$ cat src/rtl/netctl_pkg.sv
package netctl_pkg;
   localparam int ADDR_W = 4;
   localparam int PAGE_W = 2;
   localparam int IDX_W  = ADDR_W + PAGE_W;
   localparam int BYTE_W = 8;
   localparam int N_IDX  = 2 ** IDX_W;

   // bank 0 effective indices
   localparam logic [IDX_W-1:0] IX_RSTART = 6'h01;
   localparam logic [IDX_W-1:0] IX_RSTOP  = 6'h02;
   localparam logic [IDX_W-1:0] IX_BNDRY  = 6'h03;
   localparam logic [IDX_W-1:0] IX_TXPG   = 6'h04;
   localparam logic [IDX_W-1:0] IX_TXSTAT = 6'h04;
   localparam logic [IDX_W-1:0] IX_TXCL   = 6'h05;
   localparam logic [IDX_W-1:0] IX_TXCH   = 6'h06;
   localparam logic [IDX_W-1:0] IX_ISR    = 6'h07;
   localparam logic [IDX_W-1:0] IX_RAL    = 6'h08;
   localparam logic [IDX_W-1:0] IX_RAH    = 6'h09;
   localparam logic [IDX_W-1:0] IX_RCL    = 6'h0A;
   localparam logic [IDX_W-1:0] IX_RCH    = 6'h0B;
   localparam logic [IDX_W-1:0] IX_DCFG   = 6'h0E;
   localparam logic [IDX_W-1:0] IX_IMR    = 6'h0F;
   localparam int               BANK1_BASE = 16;

   // command bits
   localparam int CMD_START = 1;
   localparam int CMD_TX    = 2;
   localparam int CMD_RRD   = 3;
   localparam int CMD_RWR   = 4;

   // interrupt status bits
   localparam int IS_RX  = 0;
   localparam int IS_TX  = 1;
   localparam int IS_DMA = 6;
   localparam int IS_RST = 7;

   localparam logic [BYTE_W-1:0] ISR_RESET_VAL = 8'h80;
   localparam logic [BYTE_W-1:0] TSR_DONE_VAL  = 8'h01;
endpackage

$ cat src/rtl/netctl_decode.sv
module netctl_decode
   import netctl_pkg::*;
(
   input  logic [ADDR_W-1:0] addr,
   input  logic              wr,
   input  logic [PAGE_W-1:0] page,
   output logic [IDX_W-1:0]  idx,
   output logic              cmd_wr,
   output logic [N_IDX-1:0]  wr_hit
);
   assign idx    = {page, addr};
   assign cmd_wr = wr && (addr == '0);

   generate
      for (genvar i = 0; i < N_IDX; i++) begin : g_hit
         assign wr_hit[i] = wr && (addr != '0) && (idx == IDX_W'(i));
      end
   endgenerate
endmodule

$ cat src/rtl/netctl_setup_regs.sv
module netctl_setup_regs
   import netctl_pkg::*;
#(
   parameter int N_STA   = 6,
   parameter int N_MC    = 8,
   parameter int IX_STA0 = BANK1_BASE + 1,
   parameter int IX_CUR  = BANK1_BASE + 1 + N_STA,
   parameter int IX_MC0  = BANK1_BASE + 2 + N_STA
)(
   input  logic                     clk,
   input  logic                     rst_n,
   input  logic [N_IDX-1:0]         wr_hit,
   input  logic [BYTE_W-1:0]        wdata,
   output logic [BYTE_W-1:0]        ring_start,
   output logic [BYTE_W-1:0]        ring_stop,
   output logic [BYTE_W-1:0]        boundary,
   output logic [BYTE_W-1:0]        tx_page,
   output logic [2*BYTE_W-1:0]      tx_count,
   output logic [2*BYTE_W-1:0]      rdma_addr,
   output logic [2*BYTE_W-1:0]      rdma_count,
   output logic [BYTE_W-1:0]        data_cfg,
   output logic [BYTE_W-1:0]        cur_page,
   output logic [N_STA*BYTE_W-1:0]  station_addr,
   output logic [N_MC*BYTE_W-1:0]   mcast_mask
);
   logic unused_hits;
   assign unused_hits = ^wr_hit;

   always_ff @(posedge clk) begin
      if (!rst_n) begin
         ring_start   <= '0;
         ring_stop    <= '0;
         boundary     <= '0;
         tx_page      <= '0;
         tx_count     <= '0;
         rdma_addr    <= '0;
         rdma_count   <= '0;
         data_cfg     <= '0;
         cur_page     <= '0;
         station_addr <= '0;
         mcast_mask   <= '0;
      end else begin
         if (wr_hit[IX_RSTART]) ring_start <= wdata;
         if (wr_hit[IX_RSTOP])  ring_stop  <= wdata;
         if (wr_hit[IX_BNDRY])  boundary   <= wdata;
         if (wr_hit[IX_TXPG])   tx_page    <= wdata;
         if (wr_hit[IX_TXCL])   tx_count[BYTE_W-1:0]        <= wdata;
         if (wr_hit[IX_TXCH])   tx_count[2*BYTE_W-1:BYTE_W] <= wdata;
         if (wr_hit[IX_RAL])    rdma_addr[BYTE_W-1:0]        <= wdata;
         if (wr_hit[IX_RAH])    rdma_addr[2*BYTE_W-1:BYTE_W] <= wdata;
         if (wr_hit[IX_RCL])    rdma_count[BYTE_W-1:0]        <= wdata;
         if (wr_hit[IX_RCH])    rdma_count[2*BYTE_W-1:BYTE_W] <= wdata;
         if (wr_hit[IX_DCFG])   data_cfg   <= wdata;
         if (wr_hit[IX_CUR])    cur_page   <= wdata;
         for (int k = 0; k < N_STA; k++)
            if (wr_hit[IX_STA0 + k]) station_addr[k*BYTE_W +: BYTE_W] <= wdata;
         for (int k = 0; k < N_MC; k++)
            if (wr_hit[IX_MC0 + k]) mcast_mask[k*BYTE_W +: BYTE_W] <= wdata;
      end
   end
endmodule

$ cat src/rtl/netctl_cmd_status.sv
module netctl_cmd_status
   import netctl_pkg::*;
(
   input  logic                clk,
   input  logic                rst_n,
   input  logic                cmd_wr,
   input  logic                isr_wr,
   input  logic                imr_wr,
   input  logic [BYTE_W-1:0]   wdata,
   input  logic [2*BYTE_W-1:0] rdma_count,
   input  logic                rx_done,
   input  logic                dma_done,
   output logic [BYTE_W-1:0]   cmd_q,
   output logic [BYTE_W-1:0]   isr_q,
   output logic [BYTE_W-1:0]   imr_q,
   output logic [BYTE_W-1:0]   tsr_q,
   output logic                tx_req,
   output logic                irq
);
   logic              start_w;
   logic              tx_go;
   logic [BYTE_W-1:0] isr_d;

   assign start_w = cmd_wr && wdata[CMD_START];
   assign tx_go   = start_w && wdata[CMD_TX];

   always_comb begin
      isr_d = isr_q;
      if (isr_wr) isr_d[IS_RST-1:0] = isr_q[IS_RST-1:0] & ~wdata[IS_RST-1:0];
      if (start_w) begin
         isr_d[IS_RST] = 1'b0;
         if ((wdata[CMD_RRD] || wdata[CMD_RWR]) && (rdma_count == '0))
            isr_d[IS_DMA] = 1'b1;
         if (wdata[CMD_TX]) isr_d[IS_TX] = 1'b1;
      end
      if (rx_done)  isr_d[IS_RX]  = 1'b1;
      if (dma_done) isr_d[IS_DMA] = 1'b1;
   end

   always_ff @(posedge clk) begin
      if (!rst_n) begin
         cmd_q  <= '0;
         isr_q  <= ISR_RESET_VAL;
         imr_q  <= '0;
         tsr_q  <= '0;
         tx_req <= 1'b0;
      end else begin
         if (cmd_wr) cmd_q <= wdata;
         if (imr_wr) imr_q <= wdata;
         if (tx_go)  tsr_q <= TSR_DONE_VAL;
         isr_q  <= isr_d;
         tx_req <= tx_go;
      end
   end

   assign irq = |(isr_q & imr_q);
endmodule

$ cat src/rtl/netctl_regfile.sv
module netctl_regfile
   import netctl_pkg::*;
#(
   parameter int N_STA = 6,
   parameter int N_MC  = 8
)(
   input  logic                    clk,
   input  logic                    rst_n,
   input  logic [3:0]              host_addr,
   input  logic                    host_wr,
   input  logic [7:0]              host_wdata,
   output logic [7:0]              host_rdata,
   input  logic                    rx_done,
   input  logic                    dma_done,
   output logic                    irq,
   output logic                    tx_req,
   output logic [7:0]              ring_start,
   output logic [7:0]              ring_stop,
   output logic [7:0]              boundary,
   output logic [7:0]              tx_page,
   output logic [15:0]             tx_count,
   output logic [15:0]             rdma_addr,
   output logic [15:0]             rdma_count,
   output logic [7:0]              data_cfg,
   output logic [7:0]              cur_page,
   output logic [N_STA*8-1:0]      station_addr,
   output logic [N_MC*8-1:0]       mcast_mask
);
   localparam int IX_STA0 = BANK1_BASE + 1;
   localparam int IX_CUR  = IX_STA0 + N_STA;
   localparam int IX_MC0  = IX_CUR + 1;

   generate
      if (N_STA < 1 || N_MC < 1 || IX_MC0 + N_MC != 2 * BANK1_BASE) begin : g_bad_layout
         $error("netctl_regfile: bank 1 must hold N_STA + N_MC + 1 = 15 bytes");
      end
      if (BYTE_W != 8 || ADDR_W != 4) begin : g_bad_bus
         $error("netctl_regfile: bus must be 8 bits wide with 4 address bits");
      end
   endgenerate

   logic [IDX_W-1:0]  idx;
   logic              cmd_wr;
   logic [N_IDX-1:0]  wr_hit;
   logic [7:0]        cmd_q;
   logic [7:0]        isr_q;
   logic [7:0]        imr_q;
   logic [7:0]        tsr_q;

   netctl_decode u_decode (
      .addr   (host_addr),
      .wr     (host_wr),
      .page   (cmd_q[7:8-PAGE_W]),
      .idx    (idx),
      .cmd_wr (cmd_wr),
      .wr_hit (wr_hit)
   );

   netctl_setup_regs #(
      .N_STA   (N_STA),
      .N_MC    (N_MC),
      .IX_STA0 (IX_STA0),
      .IX_CUR  (IX_CUR),
      .IX_MC0  (IX_MC0)
   ) u_setup (
      .clk          (clk),
      .rst_n        (rst_n),
      .wr_hit       (wr_hit),
      .wdata        (host_wdata),
      .ring_start   (ring_start),
      .ring_stop    (ring_stop),
      .boundary     (boundary),
      .tx_page      (tx_page),
      .tx_count     (tx_count),
      .rdma_addr    (rdma_addr),
      .rdma_count   (rdma_count),
      .data_cfg     (data_cfg),
      .cur_page     (cur_page),
      .station_addr (station_addr),
      .mcast_mask   (mcast_mask)
   );

   netctl_cmd_status u_status (
      .clk        (clk),
      .rst_n      (rst_n),
      .cmd_wr     (cmd_wr),
      .isr_wr     (wr_hit[IX_ISR]),
      .imr_wr     (wr_hit[IX_IMR]),
      .wdata      (host_wdata),
      .rdma_count (rdma_count),
      .rx_done    (rx_done),
      .dma_done   (dma_done),
      .cmd_q      (cmd_q),
      .isr_q      (isr_q),
      .imr_q      (imr_q),
      .tsr_q      (tsr_q),
      .tx_req     (tx_req),
      .irq        (irq)
   );

   // read-side decode differs from the write side at offset 4 and elsewhere
   always_comb begin
      host_rdata = '0;
      if (host_addr == '0) begin
         host_rdata = cmd_q;
      end else begin
         case (idx)
            IX_BNDRY:  host_rdata = boundary;
            IX_TXSTAT: host_rdata = tsr_q;
            IX_ISR:    host_rdata = isr_q;
            IX_RAL:    host_rdata = rdma_addr[7:0];
            IX_RAH:    host_rdata = rdma_addr[15:8];
            default:   host_rdata = '0;
         endcase
         if (idx == IDX_W'(IX_CUR)) host_rdata = cur_page;
         for (int k = 0; k < N_STA; k++)
            if (idx == IDX_W'(IX_STA0 + k)) host_rdata = station_addr[k*8 +: 8];
         for (int k = 0; k < N_MC; k++)
            if (idx == IDX_W'(IX_MC0 + k)) host_rdata = mcast_mask[k*8 +: 8];
      end
   end
endmodule

$ cat config.mk
export PLATFORM = sky130hd
export DESIGN_NAME = netctl_regfile
export DESIGN_NICKNAME = d
export VERILOG_FILES = /design/src/rtl/netctl_pkg.sv /design/src/rtl/netctl_decode.sv /design/src/rtl/netctl_setup_regs.sv /design/src/rtl/netctl_cmd_status.sv /design/src/rtl/netctl_regfile.sv
export SDC_FILE = /design/constraint.sdc
export NUM_CORES = 1
export LEC_CHECK = 0
export ABC_AREA = 1
export BUFFER_PORTS_ARGS = -buffer_cell sky130_fd_sc_hd__buf_2
export CELL_PAD_IN_SITES_DETAIL_PLACEMENT = 0
export CELL_PAD_IN_SITES_GLOBAL_PLACEMENT = 1
export CORE_MARGIN = 2
export CORE_UTILIZATION = 35
export DETAILED_ROUTE_END_ITERATION = 8
export PLACE_DENSITY_LB_ADDON = 0.3
export SYNTH_ARGS = -nofsm -noshare
export SYNTH_HDL_FRONTEND = slang
export SYNTH_SLANG_ARGS = --single-unit
export TNS_END_PERCENT = 1
$ cat constraint.sdc
create_clock -name clk -period 1.6 [get_ports clk]
set_input_delay 0.16 -clock clk [delete_from_list [all_inputs] [get_ports clk]]
set_output_delay 0.16 -clock clk [all_outputs]
set_load 0.005 [all_outputs]
==> key figures, run 1 <==
Run status
  • Status: finished, violations left
  • Violations in the final reports: negative setup slack

STA
  • Final setup violation count: 152
  • Final worst slack: -1.10 ns
  • Crit share post-route: 169%
  • Final hold violations: 0
  • Max-slew violations: 0
  • Unrepaired setup endpoints after global routing: yes
  • Min Hold Slack: 0.0593 ns
  • Actual slew at the worst max-slew pin: 0.513 ns
  • Achievable frequency: 0.370 GHz
  • Worst max-slew margin expressed relative to the limit: 65.8%
  • Minimum clock period after layout: 2.70 ns
  • Setup tns final: -27.18 ns
  • Final setup skew: 0.0153 ns

Floorplan
  • Core footprint: 26700 µm²
  • DIE AREA: 28300 µm²
  • Overall die width: 168 µm
  • Io pins: 235
  • Number of rows in the core area: 60
  • Initial core utilization: 35.4%
  • Die Y: 168 µm

Critical path
  • Worst-case register-to-register setup slack: -0.33 ns
  • Capture instance of the worst register-to-register path: u_setup.mcast_mask[6]
  • Worst-case reg-to-reg path depth: 12
  • CP Launch Point: u_status.cmd_q[7]
  • Arrival @ worst endpoint: 2.54 ns
  • Kind of critical path: reg2out
  • Reg-to-reg startpoint: u_status.cmd_q[6]
  • Crit start category: flop
  • Critical path peak fanout: 6
  • Type of destination of the critical path: primary output
  • Endpoint required time on the critical path: 1.44 ns

Clock network
  • Num Clock Sinks: 234
  • Maximum count of clock buffers along a single path: 3
  • TritonCTS buffer count: 26
  • Clock latency of the later-clocked register in the worst-skew pair: 0.54 ns
  • Root buffer selected by CTS: sky130_fd_sc_hd__clkbuf_16
  • TritonCTS clock tree: done
  • CTS H-Tree Depth: 1
  • Clock input transition at the sequential cells of the worst setup and hold paths: 0.06 ns

Finish
  • Layout cells sized above 1: 34.4%
  • Area overhead of the layout relative to synthesis: 41.4%
  • Layout filler cell count: 2635
  • Post-layout net count: 1595
  • Count of antenna diodes in the layout: 0

Global routing
  • Wire length of the first global-routing pass: 53.2 mm
  • Global route overflow: 0
  • Overall routing resource usage: 24.0%
  • Number of antenna violations at the first check in global routing: 1
  • Maximum number of pins on one net before global-route repair: 120
  • Vias in the first global route: 9207

Placed design
  • Routability Congestion: 0.896
  • Count of port buffers added during placement: 234
  • HPWL Detailed: 25.3 mm

Drt
  • Iteration-0 DRC count of the detailed router: 584
  • Antenna-violating nets left: 0
  • Routed vias/inst: 5.02
  • Routed wirelength normalized by instance count: 18.0 µm
  • DRT Pass-1 Iters: 5
  • Vias after detailed routing: 9715
  • Wire length reported by the detailed router: 34.8 mm
  • Final routed DRC violation total: 0

Power and ir drop
  • Sequential group share of total power: 46.8%
  • Worst vdd rail ir drop: 0.535 mV
  • Power per unit of standard cell area: 948 nW/µm²
  • P_int: 9.66 mW
  • Net switching fraction of the power: 23.8%
  • Net switching power of the design: 3.01 mW
  • Overall Power: 12.7 mW
  • Leakage power: 6.14 nW
  • Combinational share of power: 6.5%
  • Clock power frac: 46.8%

Synthesis
  • Post-synthesis instance total: 1212
  • Prevailing post-synth register cell: sky130_fd_sc_hd__dfxtp_1
  • Count of distinct cell types in the synthesized netlist: 32
  • Netlist area before placement: 9450 µm²
  • Number of synthesized register bits: 234
  • Sequential fraction of the synthesis area: 49.6%
  • Proportion of register bits with asynchronous set or reset after synthesis: 0%
  • Net count after synthesis: 1229
  • Number of enable-type register cells in the synthesized netlist: 0
  • Yosys warning count: 0
  • Mean Syn Cell Area: 7.80 µm²

Worst hold path
  • End point of the most critical hold path: u_status.cmd_q[7]
  • Depth of the worst hold-timing path: 4
  • Start point of the worst hold path: host_wr
  • Hold Crit Class: in2reg

Flow run
  • Max-capacitance violation count: 0
-- repair_timing --
action	CTS	global route
pin swaps	24	21
hold endpoints to repair	25	0
gates resized for setup	96	81
setup endpoints to repair	195	219
cloned	0	0
setup buffers	1	2
hold buffers	10	0
-- power groups by stage --
| stage | registers (mW) | clock network (mW) | logic (mW) |
|---|---|---|---|
| 2_1_floorplan | 6.05 | 0 | 0.348 |
| 3_3_place_gp | 6.05 | 0 | 0.763 |
| 3_5_place_dp | 6.05 | 0 | 0.767 |
| 4_1_cts | 5.92 | 6.00 | 0.810 |
| 5_1_grt | 5.93 | 6.28 | 0.885 |
| 6_report | 5.92 | 5.93 | 0.821 |
-- placed cells by master, fill, tap and decap left out, types with 4 or more instances in the layout --
master,count
sky130_fd_sc_hd__a21oi_1,240
sky130_fd_sc_hd__buf_12,19
sky130_fd_sc_hd__buf_2,233
sky130_fd_sc_hd__buf_4,135
sky130_fd_sc_hd__buf_6,14
sky130_fd_sc_hd__clkbuf_1,4
sky130_fd_sc_hd__clkbuf_16,27
sky130_fd_sc_hd__clkbuf_8,5
sky130_fd_sc_hd__clkinv_2,6
sky130_fd_sc_hd__dfxtp_1,230
sky130_fd_sc_hd__dlygate4sd3_1,10
sky130_fd_sc_hd__inv_1,59
sky130_fd_sc_hd__inv_2,17
sky130_fd_sc_hd__inv_4,5
sky130_fd_sc_hd__nand2_1,157
sky130_fd_sc_hd__nand2_2,7
sky130_fd_sc_hd__nand3_1,17
sky130_fd_sc_hd__nand4_1,27
sky130_fd_sc_hd__nor2_1,53
sky130_fd_sc_hd__nor2_2,21
sky130_fd_sc_hd__nor2_4,31
sky130_fd_sc_hd__nor4_1,4
sky130_fd_sc_hd__o21ai_0,118
sky130_fd_sc_hd__o21ai_1,114
sky130_fd_sc_hd__or2_0,4
sky130_fd_sc_hd__or2_2,4
-- cell usage after synthesis, types with 5 or more instances --
master,instances,area (µm²)
sky130_fd_sc_hd__a21oi_1,240,1200
sky130_fd_sc_hd__dfxtp_1,234,4680
sky130_fd_sc_hd__o21ai_0,224,1120
sky130_fd_sc_hd__nand2_1,162,608
sky130_fd_sc_hd__inv_1,68,255
sky130_fd_sc_hd__nor2_1,64,240
sky130_fd_sc_hd__clkbuf_1,43,161
sky130_fd_sc_hd__nand4_1,27,169
sky130_fd_sc_hd__nor2_2,23,144
sky130_fd_sc_hd__nand3_1,21,105
sky130_fd_sc_hd__nor2_4,18,203
sky130_fd_sc_hd__buf_2,16,80.1
sky130_fd_sc_hd__inv_2,16,60.1
sky130_fd_sc_hd__buf_4,11,82.6
sky130_fd_sc_hd__o21ai_1,9,45.0
sky130_fd_sc_hd__or2_2,5,31.3
-- worst max-delay path by stage --
stage	end	depth (start not counted)	slack, ns
4_1_cts	host_rdata[0]	16	-1.10
2_1_floorplan	host_rdata[3]	14	-0.07
5_1_grt	host_rdata[5]	16	-1.28
3_5_place_dp	host_rdata[4]	16	-0.70
6_report	host_rdata[0]	15	-1.10
3_3_place_gp	host_rdata[7]	18	-0.70
-- worst max-delay path, stage by stage (launching register included) --
cell and delay, ns:
sky130_fd_sc_hd__dfxtp_4 0.38, sky130_fd_sc_hd__nor2_4 0.08, sky130_fd_sc_hd__nand3_2 0.11, sky130_fd_sc_hd__buf_4 0.13, sky130_fd_sc_hd__nor2_1 0.04, sky130_fd_sc_hd__nor2_1 0.10
sky130_fd_sc_hd__nand3_1 0.09, sky130_fd_sc_hd__nand2_1 0.08, sky130_fd_sc_hd__nand4_1 0.11, sky130_fd_sc_hd__nor2_1 0.13, sky130_fd_sc_hd__nand4_1 0.11, sky130_fd_sc_hd__nand2_1 0.10
sky130_fd_sc_hd__nand4_1 0.14, sky130_fd_sc_hd__nor2_2 0.14, sky130_fd_sc_hd__nand4_1 0.12, sky130_fd_sc_hd__buf_2 0.14
-- sequential cells by signal, indices dropped and copies added, names as in the netlist, 16 cells and up --
register and count:
u_setup.rdma_addr 16, u_setup.mcast_mask 64, u_setup.tx_count 16, u_setup.station_addr 48, u_setup.rdma_count 16
-- routing by layer --
| layer | share of wire, % | track usage, % |
|---|---|---|
| met1 | 47 | 33.7 |
| met2 | 45 | 38.1 |
| met3 | 6.2 | 4.49 |
| met4 | 1.7 | 5.70 |
| met5 | 0.046 | 0 |
-- final cells by class --
cell class / count / area (µm²) / area share [%]
multi-input cells: 817 / 4220 / 31.5
well taps: 341 / 427 / 3.19
clock inverters: 10 / 85.1 / 0.637
repair buffers: 411 / 2820 / 21.1
clock buffers: 36 / 759 / 5.68
flip-flops and latches: 234 / 4690 / 35.1
inverters: 88 / 365 / 2.73
-- stage by stage --
step                      std cells  setup slack, ns  cell area, µm²  utilization [%]
after global placement         1878           -0.703           12200             45.5
after detailed placement       1878           -0.698           12200             45.5
after global routing           1937            -1.28           13400             50.0
after floorplan                1212          -0.0742            9460                -
after CTS                      1935            -1.10           13300             49.7
final                          1937            -1.10           13400             50.0
-- logic make-up (layout without fill, tap and decap cells) --
kind of cell,count (synthesis),count (layout),synth area share (%)
AOI/OAI and AO/OA,478,478,25.5
buffers and inverters,161,545,7.39
DFF,234,234,49.6
and+or+nand+nor,339,339,17.5
Power figures use the tool's default switching activity.
==> inputs of run 2 (changes only) <==
Clock period 1.6 ns to 2.3 ns, I/O delays scaled along.
==> key figures, run 2 (synthesis gave the netlist of run 1 again) <==
Run status
  • Status: finished, violations left
  • Violations in the final reports: negative setup slack

Finish
  • Area overhead of the layout relative to synthesis: 30.5%
  • Layout filler cell count: 2684 (+1.9%)
  • Commonest non-fill, non-tap cell in the layout: sky130_fd_sc_hd__a21oi_1
  • Flip-flop count of the largest register after layout: 64 (unchanged)
  • Count of antenna diodes in the layout: 0 (unchanged)
  • Register bank with the most flops: u_setup.mcast_mask
  • Final cell count without fillers: 1836 (-5.2%)
  • Area of the multi-input gates: 4130 µm² (-2.2%)
  • Layout cells sized above 1: 29.0% (-5.4 points)
  • Final cell area excluding filler cells: 12300 µm² (-7.7%)
  • Register area: 4690 µm² (-0.19%)
  • Post-layout net count: 1493 (-6.4%)
  • Biggest registers after layout: u_setup.mcast_mask x64, u_setup.station_addr x48
  • Most frequent cells in the layout: sky130_fd_sc_hd__a21oi_1, sky130_fd_sc_hd__buf_2, sky130_fd_sc_hd__dfxtp_1

STA
  • Worst max-slew margin expressed relative to the limit: 16.3% (-49 points)
  • Final setup skew: 0.0101 ns (-0.00524 ns)
  • Unrepaired setup endpoints after global routing: yes
  • Final worst slack: -0.605 ns (+0.495 ns)
  • Min Hold Slack: 0.0420 ns (-0.0173 ns)
  • Minimum clock period after layout: 2.91 ns
  • Final setup violation count: 8 (-95%)
  • Final hold violations: 0 (unchanged)
  • Actual slew at the worst max-slew pin: 1.25 ns (+0.735 ns)
  • Max-slew violations: 0 (unchanged)
  • Crit share post-route: 126%
  • Achievable frequency: 0.344 GHz

Placed design
  • HPWL Detailed: 23.8 mm (-5.9%)
  • Routability Congestion: 0.877 (-2.1%)
  • Cell count after placement: 1778 (-5.3%)
  • Count of port buffers added during placement: 234 (unchanged)
  • Post-Place Cell Area: 11200 µm² (-7.7%)

Global routing
  • Vias in the first global route: 8567 (-7.0%)
  • Overall routing resource usage: 23.2% (-0.75 points)
  • Wire length of the first global-routing pass: 51.4 mm (-3.4%)
  • Number of antenna violations at the first check in global routing: 0 (-1)
  • Maximum number of pins on one net before global-route repair: 104 (-13%)
  • Global route overflow: 0 (unchanged)

Floorplan
  • Core footprint: 26700 µm² (unchanged)
  • Initial core utilization: 35.4% (unchanged)
  • DIE AREA: 28300 µm² (unchanged)
  • Number of rows in the core area: 60 (unchanged)
  • Io pins: 235 (unchanged)
  • Overall die width: 168 µm (unchanged)
  • Die Y: 168 µm (unchanged)

Critical path
  • Endpoint required time on the critical path: 2.07 ns (+0.63 ns)
  • Worst-case reg-to-reg path depth: 9 (-3)
  • Type of destination of the critical path: primary output
  • Chain of cells forming the critical path: buf_4, nor2_4, inv_4, nor2_4, nand2_4, or2_0, nand2_1, nand4_1, nand2_1, nand4_1, nand2_1, nand4_1, nor2_2, nand3_1, buf_2
  • Slowest stage cell on the critical path: sky130_fd_sc_hd__dfxtp_1
  • Worst-case register-to-register setup slack: 0.32 ns (+0.65 ns)
  • Capture instance of the worst register-to-register path: u_setup.mcast_mask[47]
  • Arrival @ worst endpoint: 2.68 ns (+0.14 ns)
  • CP Launch Point: u_status.cmd_q[7]
  • Reg-to-reg startpoint: u_status.cmd_q[7]
  • Crit start category: flop
  • Largest incremental delay on the critical path: 0.32 ns (-0.06 ns)
  • Kind of critical path: reg2out
  • Critical path endpoint: host_rdata[3]
  • Critical path peak fanout: 6 (unchanged)

Drt
  • Antenna-violating nets left: 0 (unchanged)
  • Vias after detailed routing: 9306 (-4.2%)
  • Wire length reported by the detailed router: 34.1 mm (-2.3%)
  • Routed vias/inst: 5.07 (+1.1%)
  • Routed wirelength normalized by instance count: 18.5 µm (+3.1%)
  • DRT Pass-1 Iters: 5 (unchanged)
  • Final routed DRC violation total: 0 (unchanged)
  • Iteration-0 DRC count of the detailed router: 759 (+30%)

Power and ir drop
  • Combinational share of power: 5.3% (-1.2 points)
  • Leakage power: 5.63 nW (-8.3%)
  • Net switching power of the design: 2.09 mW (-31%)
  • Worst vdd rail ir drop: 0.430 mV (-20%)
  • P_int: 7.00 mW (-28%)
  • Power per unit of standard cell area: 737 nW/µm² (-22%)
  • Clock power frac: 49.3% (+2.5 points)
  • Overall Power: 9.09 mW (-28%)
  • Net switching fraction of the power: 23.0% (-0.82 points)
  • Sequential group share of total power: 45.4% (-1.4 points)

Worst hold path
  • Depth of the worst hold-timing path: 3 (-1)
  • Hold Crit Class: in2reg

Clock network
  • Clock input transition at the sequential cells of the worst setup and hold paths: 0.06 ns (about the same)
  • Root buffer selected by CTS: sky130_fd_sc_hd__clkbuf_16
  • TritonCTS clock tree: done
  • CTS H-Tree Depth: 1 (unchanged)
  • TritonCTS buffer count: 26 (unchanged)
  • Clock latency of the later-clocked register in the worst-skew pair: 0.54 ns (about the same)
  • Num Clock Sinks: 234 (unchanged)
  • Maximum count of clock buffers along a single path: 3 (unchanged)

Flow run
  • Max-capacitance violation count: 0 (unchanged)
## run 2: cell count changes in the layout (fill, tap and decap cells not counted), sizes merged
cell and delta:
buf -100, bufinv +2, clkbuf +2, clkinv -3, clkinvlp -3, dlygate4sd3 -2, inv +3
## run 2: repair_timing
item,CTS,global route
hold buffers,8,0
endpoints found under the hold margin,9,0
pin swaps,9,8
gates resized for setup,14,8
endpoints found under the setup margin,8,8
setup buffers,2,1
cloned,0,0
## run 2: how the worst min path moves through the flow
stage                       from                end  slack, ns
2_1_floorplan           dma_done  u_status.isr_q[6]       0.36
3_3_place_gp            dma_done  u_status.isr_q[6]       0.45
3_5_place_dp   u_status.cmd_q[2]  u_status.cmd_q[2]       0.46
4_1_cts                  host_wr  u_status.cmd_q[4]       0.03
5_1_grt                  host_wr  u_status.cmd_q[2]       0.05
6_report                 host_wr  u_status.cmd_q[4]       0.04
## run 2: power by group through the flow
stage / registers [mW] / clock network, mW / logic, mW
after floorplan: 4.21 / 0 / 0.241
after global placement: 4.21 / 0 / 0.465
after detailed placement: 4.21 / 0 / 0.465
after CTS: 4.12 / 4.52 / 0.480
after global routing: 4.13 / 4.72 / 0.522
final: 4.12 / 4.48 / 0.483
## run 2: metal layers
metal	vias up	global-route usage, %	wire length (µm)
met5	-	0	0
met1	4315	33.5	16100
met4	0	6.63	791
met3	54	3.64	1960
li1	4647	-	-
met2	290	35.9	15200
## run 2: area by class of cell
| type | instances | share of cell area, % |
|---|---|---|
| flip-flops and latches | 234 | 38.0 |
| clock buffers | 38 | 6.54 |
| repair buffers | 309 | 14.8 |
| well taps | 341 | 3.46 |
| clock inverters | 9 | 1.00 |
| multi-input cells | 817 | 33.5 |
| inverters | 88 | 2.78 |
## run 2: critical path, delay by kind of cell, from the launching register on
family                 cells  cell delay (ns)
AND/OR/NAND/NOR           12             1.47
flip-flops                 1             0.32
buffers and inverters      3             0.36
## run 2: through the flow
step           worst slack, ns  util [%]  TNS, ns
6_report                -0.605      46.1    -4.10
5_1_grt                 -0.742      46.1    -5.51
4_1_cts                 -0.660      46.0    -4.52
3_5_place_dp            -0.206      42.0   -0.661
3_3_place_gp            -0.176      42.0   -0.465
2_1_floorplan            0.522         -        0
